File: config.mk
export PLATFORM = sky130hd
export DESIGN_NAME = scan_tap
export DESIGN_NICKNAME = d
export VERILOG_FILES = /design/src/rtl/tap_pkg.sv /design/src/rtl/tap_fsm.sv /design/src/rtl/tap_ir.sv /design/src/rtl/tap_dr.sv /design/src/rtl/scan_tap.sv
export SDC_FILE = /design/constraint.sdc
export NUM_CORES = 1
export LEC_CHECK = 0
export BUFFER_PORTS_ARGS = -buffer_cell sky130_fd_sc_hd__buf_2
export CAP_MARGIN = 0
export CORE_MARGIN = 4
export CORE_UTILIZATION = 50
export DETAILED_ROUTE_END_ITERATION = 10
export GPL_TIMING_DRIVEN = 0
export PLACE_DENSITY = 0.67
export SETUP_SLACK_MARGIN = 0.4
export SLEW_MARGIN = 20
export SYNTH_ARGS = -nofsm -noshare
export SYNTH_HDL_FRONTEND = slang
export SYNTH_SLANG_ARGS = --single-unit
File: constraint.sdc
create_clock -name tck -period 3.5 [get_ports tck]
set_input_delay 0.875 -clock tck [delete_from_list [all_inputs] [get_ports tck]]
set_output_delay 0.875 -clock tck [all_outputs]
set_load 0.01 [all_outputs]
File: src/rtl/tap_pkg.sv
package tap_pkg;

    localparam int IR_W = 3;

    typedef enum logic [3:0] {
        ST_RESET, ST_IDLE,
        ST_SEL_DR, ST_CAP_DR, ST_SH_DR, ST_EX1_DR, ST_PAU_DR, ST_EX2_DR, ST_UPD_DR,
        ST_SEL_IR, ST_CAP_IR, ST_SH_IR, ST_EX1_IR, ST_PAU_IR, ST_EX2_IR, ST_UPD_IR
    } tap_state_e;

    localparam logic [IR_W-1:0] OP_EXTEST  = 3'b000;
    localparam logic [IR_W-1:0] OP_IDCODE  = 3'b001;
    localparam logic [IR_W-1:0] OP_SAMPLE  = 3'b100;
    localparam logic [IR_W-1:0] OP_BYPASS  = 3'b111;
    localparam logic [IR_W-1:0] IR_CAPTURE = 3'b001;

    typedef enum logic [1:0] {DR_BYPASS, DR_ID, DR_BOUND} dr_sel_e;

    function automatic dr_sel_e decode_dr(input logic [IR_W-1:0] op);
        case (op)
            OP_EXTEST, OP_SAMPLE: return DR_BOUND;
            OP_IDCODE:            return DR_ID;
            default:              return DR_BYPASS;
        endcase
    endfunction

endpackage

File: src/rtl/tap_fsm.sv
module tap_fsm
    import tap_pkg::*;
(
    input  logic       tck,
    input  logic       trst_n,
    input  logic       tms,
    output tap_state_e state_q
);

    tap_state_e state_d;

    always_comb begin
        state_d = state_q;
        case (state_q)
            ST_RESET:  state_d = tms ? ST_RESET  : ST_IDLE;
            ST_IDLE:   state_d = tms ? ST_SEL_DR : ST_IDLE;
            ST_SEL_DR: state_d = tms ? ST_SEL_IR : ST_CAP_DR;
            ST_CAP_DR: state_d = tms ? ST_EX1_DR : ST_SH_DR;
            ST_SH_DR:  state_d = tms ? ST_EX1_DR : ST_SH_DR;
            ST_EX1_DR: state_d = tms ? ST_UPD_DR : ST_PAU_DR;
            ST_PAU_DR: state_d = tms ? ST_EX2_DR : ST_PAU_DR;
            ST_EX2_DR: state_d = tms ? ST_UPD_DR : ST_SH_DR;
            ST_UPD_DR: state_d = tms ? ST_SEL_DR : ST_IDLE;
            ST_SEL_IR: state_d = tms ? ST_RESET  : ST_CAP_IR;
            ST_CAP_IR: state_d = tms ? ST_EX1_IR : ST_SH_IR;
            ST_SH_IR:  state_d = tms ? ST_EX1_IR : ST_SH_IR;
            ST_EX1_IR: state_d = tms ? ST_UPD_IR : ST_PAU_IR;
            ST_PAU_IR: state_d = tms ? ST_EX2_IR : ST_PAU_IR;
            ST_EX2_IR: state_d = tms ? ST_UPD_IR : ST_SH_IR;
            ST_UPD_IR: state_d = tms ? ST_SEL_DR : ST_IDLE;
            default:   state_d = ST_RESET;
        endcase
    end

    always_ff @(posedge tck or negedge trst_n) begin
        if (!trst_n) state_q <= ST_RESET;
        else         state_q <= state_d;
    end

endmodule

File: src/rtl/tap_ir.sv
module tap_ir
    import tap_pkg::*;
(
    input  logic            tck,
    input  logic            trst_n,
    input  tap_state_e      state,
    input  logic            tdi,
    output logic [IR_W-1:0] ir_q,
    output logic            ir_so
);

    typedef struct packed {
        logic [IR_W-1:0] shift;
        logic [IR_W-1:0] active;
    } ir_regs_t;

    ir_regs_t r_d, r_q;

    always_comb begin
        r_d = r_q;
        case (state)
            ST_RESET:  r_d.active = OP_IDCODE;
            ST_CAP_IR: r_d.shift  = IR_CAPTURE;
            ST_SH_IR:  r_d.shift  = {tdi, r_q.shift[IR_W-1:1]};
            ST_UPD_IR: r_d.active = r_q.shift;
            default:   ;
        endcase
    end

    always_ff @(posedge tck or negedge trst_n) begin
        if (!trst_n) r_q <= '{shift: IR_CAPTURE, active: OP_IDCODE};
        else         r_q <= r_d;
    end

    assign ir_q  = r_q.active;
    assign ir_so = r_q.shift[0];

endmodule

File: src/rtl/tap_dr.sv
module tap_dr
    import tap_pkg::*;
#(
    parameter int          BSR_LEN = 8,
    parameter logic [31:0] ID_CODE = 32'h0000_0001
) (
    input  logic               tck,
    input  logic               trst_n,
    input  tap_state_e         state,
    input  logic               tdi,
    input  logic [IR_W-1:0]    op,
    input  logic [BSR_LEN-1:0] pin_in,
    output logic               dr_so,
    output logic [BSR_LEN-1:0] pin_out
);

    localparam int          ID_W   = 32;
    localparam logic [31:0] ID_VAL = {ID_CODE[ID_W-1:1], 1'b1};

    typedef struct packed {
        logic               byp;
        logic [ID_W-1:0]    id;
        logic [BSR_LEN-1:0] bsr;
        logic [BSR_LEN-1:0] upd;
    } dr_regs_t;

    dr_regs_t r_d, r_q;
    dr_sel_e  sel;

    always_comb begin
        sel = decode_dr(op);
        r_d = r_q;
        case (state)
            ST_CAP_DR: begin
                case (sel)
                    DR_ID:    r_d.id  = ID_VAL;
                    DR_BOUND: r_d.bsr = pin_in;
                    default:  r_d.byp = 1'b0;
                endcase
            end
            ST_SH_DR: begin
                case (sel)
                    DR_ID:    r_d.id  = {tdi, r_q.id[ID_W-1:1]};
                    DR_BOUND: r_d.bsr = {tdi, r_q.bsr[BSR_LEN-1:1]};
                    default:  r_d.byp = tdi;
                endcase
            end
            ST_UPD_DR: if (sel == DR_BOUND) r_d.upd = r_q.bsr;
            default: ;
        endcase
        case (sel)
            DR_ID:    dr_so = r_q.id[0];
            DR_BOUND: dr_so = r_q.bsr[0];
            default:  dr_so = r_q.byp;
        endcase
    end

    always_ff @(posedge tck or negedge trst_n) begin
        if (!trst_n) r_q <= '{byp: 1'b0, id: ID_VAL, bsr: '0, upd: '0};
        else         r_q <= r_d;
    end

    assign pin_out = r_q.upd;

endmodule

File: src/rtl/scan_tap.sv
module scan_tap
    import tap_pkg::*;
#(
    parameter int          BSR_LEN = 8,
    parameter logic [31:0] ID_CODE = 32'h0000_0001
) (
    input  logic               tck,
    input  logic               trst_n,
    input  logic               tms,
    input  logic               tdi,
    input  logic [BSR_LEN-1:0] pin_in,
    output logic               tdo,
    output logic               tdo_oe,
    output logic [BSR_LEN-1:0] pin_out,
    output logic               pin_hiz
);

    typedef struct packed {
        logic tdo;
        logic oe;
    } out_regs_t;

    tap_state_e      state_q;
    logic [IR_W-1:0] ir_q;
    logic            ir_so;
    logic            dr_so;
    out_regs_t       o_d, o_q;

    tap_fsm u_fsm (
        .tck     (tck),
        .trst_n  (trst_n),
        .tms     (tms),
        .state_q (state_q)
    );

    tap_ir u_ir (
        .tck    (tck),
        .trst_n (trst_n),
        .state  (state_q),
        .tdi    (tdi),
        .ir_q   (ir_q),
        .ir_so  (ir_so)
    );

    tap_dr #(.BSR_LEN(BSR_LEN), .ID_CODE(ID_CODE)) u_dr (
        .tck     (tck),
        .trst_n  (trst_n),
        .state   (state_q),
        .tdi     (tdi),
        .op      (ir_q),
        .pin_in  (pin_in),
        .dr_so   (dr_so),
        .pin_out (pin_out)
    );

    // Output stage on the falling edge: half a cycle of settling for the next device
    always_comb begin
        o_d.oe  = (state_q == ST_SH_DR) || (state_q == ST_SH_IR);
        o_d.tdo = o_d.oe && ((state_q == ST_SH_IR) ? ir_so : dr_so);
    end

    always_ff @(negedge tck or negedge trst_n) begin
        if (!trst_n) o_q <= '0;
        else         o_q <= o_d;
    end

    assign tdo     = o_q.tdo;
    assign tdo_oe  = o_q.oe;
    assign pin_hiz = (ir_q == OP_EXTEST);

endmodule

==> out/qor_table.md <==
| Item | This run |
|---|---|
| DRT Pass-1 Iters | 4 |
| Number of nets in the synthesized netlist | 231 |
| Die X | 82.1 um |
| Share of synthesized registers carrying an async set or reset | 100% |
| Depth of the CTS H-tree | 3 |
| Maximum cell stage delay along the critical path | 390 ps |
| Seq pwr share | 38.1% |
| Via count of the first global-routing pass | 1817 |
| Cell Area, Synth | 2750 um2 |
| Internal power contribution | 1.72 mW |
| Drt initial violations | 53 |
| Overall die area | 6750 um2 |
| Slew Limit Fails | 0 |
| Slew margin rel. | 50.7% |
| Utilization after layout | 61.3% |
| Count of nets left with antenna violations after detail routing | 0 |
| Worst hold stages | 2 |
| IR drop worst, VDD | 409 uV |
| Register area share after synthesis | 55.7% |
| Class of the tightest hold or removal check | reg -> reg |
| Area of the core region | 5200 um2 |
| Post-synth cell types | 43 |
| Part of the total power dissipated in combinational logic | 41.2% |
| Via count | 1769 |
| Estimated wirelength of the detail-placed design | 3080 um |
| Clock tree from TritonCTS | done |
| Combined buffer and inverter count along the critical path | 1 |
| Top cell type's share of synthesized area | 51.0% |
| Number of flip-flops and latches in the synthesized netlist | 61 |
| Final setup viols | 0 |
| Total clock buffers created by CTS | 9 |
| DRC violation count after routing | 0 |
| Reg-to-reg slack, setup | 370 ps |
| Slowest CP cell | sky130_fd_sc_hd__dfrtn_1 |
| Worst-case hold path end point | u_dr.r_q[16]$_DFFE_PN1P_ |
| Simple-gate share of the synthesized area | 8.06% |
| Initial standard-cell utilization of the core | 52.8% |
| Clock transition at the registers of the reported paths | 70 ps |
| First-pass GRT wire length | 8290 um |
| Result of the run | completed |
| EDFF count, synth | 0 |
| Largest delay contributor family on the critical path | flip-flops |
| Leading register cell type out of synthesis | sky130_fd_sc_hd__dfrtp_1 |
| Synthesized instance count | 217 |
| Post-Syn Area per Cell | 12.7 um2 |
| Total global routing overflow | 0 |
| Die boundary height | 82.1 um |
| Power density cells | 829 nW/um2 |
| Post-Synth XOR/XNOR Area | 0.319% |
| I/O Buffers | 21 |
| Worst Min Path Start | u_dr.r_q[16]$_DFFE_PN1P_ |
| Critical path fanouts, max | 1 |
| Skew final | 9.43 ps |
| Number of fill cells in the layout | 428 |
| Final Hold Viols | 0 |
| Multi-input logic area | 1050 um2 |
| Antenna Diode Count | 0 |
| Post-route total power | 2.65 mW |
| Capturing point of the worst reg2reg path | tdo$_DFF_NN0_ |
| Area used by sequential logic in the layout | 1530 um2 |
| Clock tree sinks | 61 |
| Overall fraction of global-route tracks in use | 16.4% |
| Number of antenna violations at the first check in global routing | 0 |
| Endpoint type of the worst setup path | output port |
| Cells on worst reg2reg path | 6 |
| Hold_buf cts | 0 |
| Largest area contributor in the synthesized netlist | sky130_fd_sc_hd__dfrtp_1 |
| Area growth syn-to-layout | 16.2% |
| Reg-to-reg critical path startpoint | u_ir.ir_q[1]$_DFFE_PN0P_ |
| Element type at the critical path start | register |
| Wirelength per Cell | 14.3 um |
| Root buffer cell | sky130_fd_sc_hd__clkbuf_8 |
| Ordered cell list for the critical path | buf_2 |
| Warnings from Yosys | 0 |
| Arrival time at the worst endpoint | 2580 ps |
| Biggest area contributors in the synthesized netlist | sky130_fd_sc_hd__dfrtp_1, sky130_fd_sc_hd__a22o_1, sky130_fd_sc_hd__mux2_2 |
| Number of vias per cell | 5.36 |
| Net load switching power | 931 uW |
| Clock network fraction of total power | 20.6% |
| Net count of the finished layout | 269 |
| Synthesized-area fraction occupied by adder cells | 0.911% |
| Unrepaired setup endpoints after global routing | true |
| Switch share | 35.2% |
| Static Leakage | 1.56 nW |
| GPL Wtd Cong | 0.700 |
| Data required time at the worst endpoint | 2620 ps |
| Complex-gate fraction of the synthesized area | 16.7% |
| Max-Cap Viols | 0 |
| Boundary Pins | 23 |
| Startpoint-to-endpoint class of the critical path | reg -> out |
| Main combinational cell family by area after synthesis | compound AO/OA/AOI/OAI gates |
| Mux contribution to synthesized area | 11.3% |
| Maximum buffer depth of the clock tree | 2 |
| Wirelength, routed | 4730 um |
| Clock insertion delay at the later pin of the skew report | 330 ps |
| Transition time at the pin with the least slew margin | 739 ps |
| Number of standard-cell rows in the floorplan | 26 |
| Proportion of layout cells with a drive suffix above 1 | 39.6% |
| Pin count of the biggest net entering global routing | 62 |
==> per-stage QoR <==
| stage | TNS, ps | hold WS (ps) | instance area (um2) | cells | setup slack (ps) |
|---|---|---|---|---|---|
| 2_1_floorplan | 0 | 461 | 2750 | 217 | 416 |
| 3_3_place_gp | -503 | 471 | 2940 | 308 | -252 |
| 3_5_place_dp | 0 | 475 | 2950 | 308 | 294 |
| 4_1_cts | 0 | 496 | 3190 | 330 | 28.2 |
| 5_1_grt | 0 | 502 | 3190 | 330 | 11.2 |
| 6_report | 0 | 491 | 3190 | 330 | 45.2 |
==> state kept, by name, indices dropped and copies added (netlist names) <==
signal	count
u_ir.r_q	2
u_dr.r_q	41
u_ir.ir_q	3
tdo	1
u_fsm.state_q	4
u_ir.ir_so	1
tdo_oe	1
u_dr.pin_out	8
==> cell families (layout without fill, tap and decap cells) <==
family,Yosys count,count (layout)
and+or+nand+nor,36,36
DFF,61,61
xor gates and xnor gates,1,1
muxes,25,25
adders and majority gates,2,2
buffers and inverters,33,76
AOI/OAI and AO/OA,59,59
==> how the worst max path moves through the flow <==
| stage | from | end | cells after the start |
|---|---|---|---|
| after floorplan | u_ir.ir_q[0]$_DFFE_PN1P_ | tdo$_DFF_NN0_ | 5 |
| after global placement | trst_n | tdo_oe$_DFF_NN0_ | 1 |
| after detailed placement | u_ir.ir_q[1]$_DFFE_PN0P_ | tdo$_DFF_NN0_ | 6 |
| after CTS | tdo_oe$_DFF_NN0_ | tdo_oe | 1 |
| after global routing | tdo_oe$_DFF_NN0_ | tdo_oe | 1 |
| final | tdo_oe$_DFF_NN0_ | tdo_oe | 1 |
==> placed cells by master, fill, tap and decap left out, types with 7 or more instances in the layout <==
| cell type | netlist | routed |
|---|---|---|
| sky130_fd_sc_hd__buf_4 | 12 | 19 |
| sky130_fd_sc_hd__o21ai_0 | 8 | 7 |
| sky130_fd_sc_hd__inv_1 | 7 | 7 |
| sky130_fd_sc_hd__dfrtp_1 | 56 | 56 |
| sky130_fd_sc_hd__nand2_1 | 8 | 7 |
| sky130_fd_sc_hd__mux2_2 | 17 | 17 |
| sky130_fd_sc_hd__nor2_1 | 9 | 8 |
| sky130_fd_sc_hd__mux2_4 | 8 | 8 |
| sky130_fd_sc_hd__buf_2 | 7 | 28 |
| sky130_fd_sc_hd__clkbuf_8 | 0 | 10 |
| sky130_fd_sc_hd__a22o_1 | 32 | 32 |
==> metal layers <==
metal  vias up  global-route usage, %  share of wire, %
li1        859                      -                 -
met1       866                   22.0                50
met3         8                   4.23               4.1
met2        36                   24.8                44
met5         -                      0                 0
met4         0                   7.64               1.8
==> synth_stat cells (all sizes together), types with 3 or more instances <==
| cell type | instances |
|---|---|
| dfrtp | 56 |
| inv | 7 |
| o22ai | 3 |
| dfstp | 3 |
| a21oi | 4 |
| clkbuf | 4 |
| mux2 | 25 |
| buf | 22 |
| o21ai | 10 |
| a22o | 32 |
| nor2 | 9 |
| nand2 | 8 |
==> area by class of cell <==
cell class	count	area share [%]
clock inverters	5	1.14
flip-flops and latches	61	47.9
plain buffers	26	5.25
clock buffers	11	4.43
inverters	7	0.823
repair buffers	27	4.78
well taps	70	2.74
multi-input cells	123	32.9
==> power by group through the flow <==
| stage | Sequential, mW | Clock [mW] | Combinational, mW |
|---|---|---|---|
| after detailed placement | 1.02 | 0 | 1.01 |
| after global placement | 1.02 | 0 | 0.986 |
| after floorplan | 0.998 | 0 | 0.790 |
| after global routing | 1.03 | 0.592 | 1.23 |
| after CTS | 1.01 | 0.562 | 1.09 |
| final | 1.01 | 0.546 | 1.09 |
==> timing repair <==
item	in CTS	in global routing
pin swaps	2	0
resized for setup	6	3
gates cloned	0	0
buffers inserted	6	0
setup endpoints to repair	4	4
(Power assumes the default switching activity.)
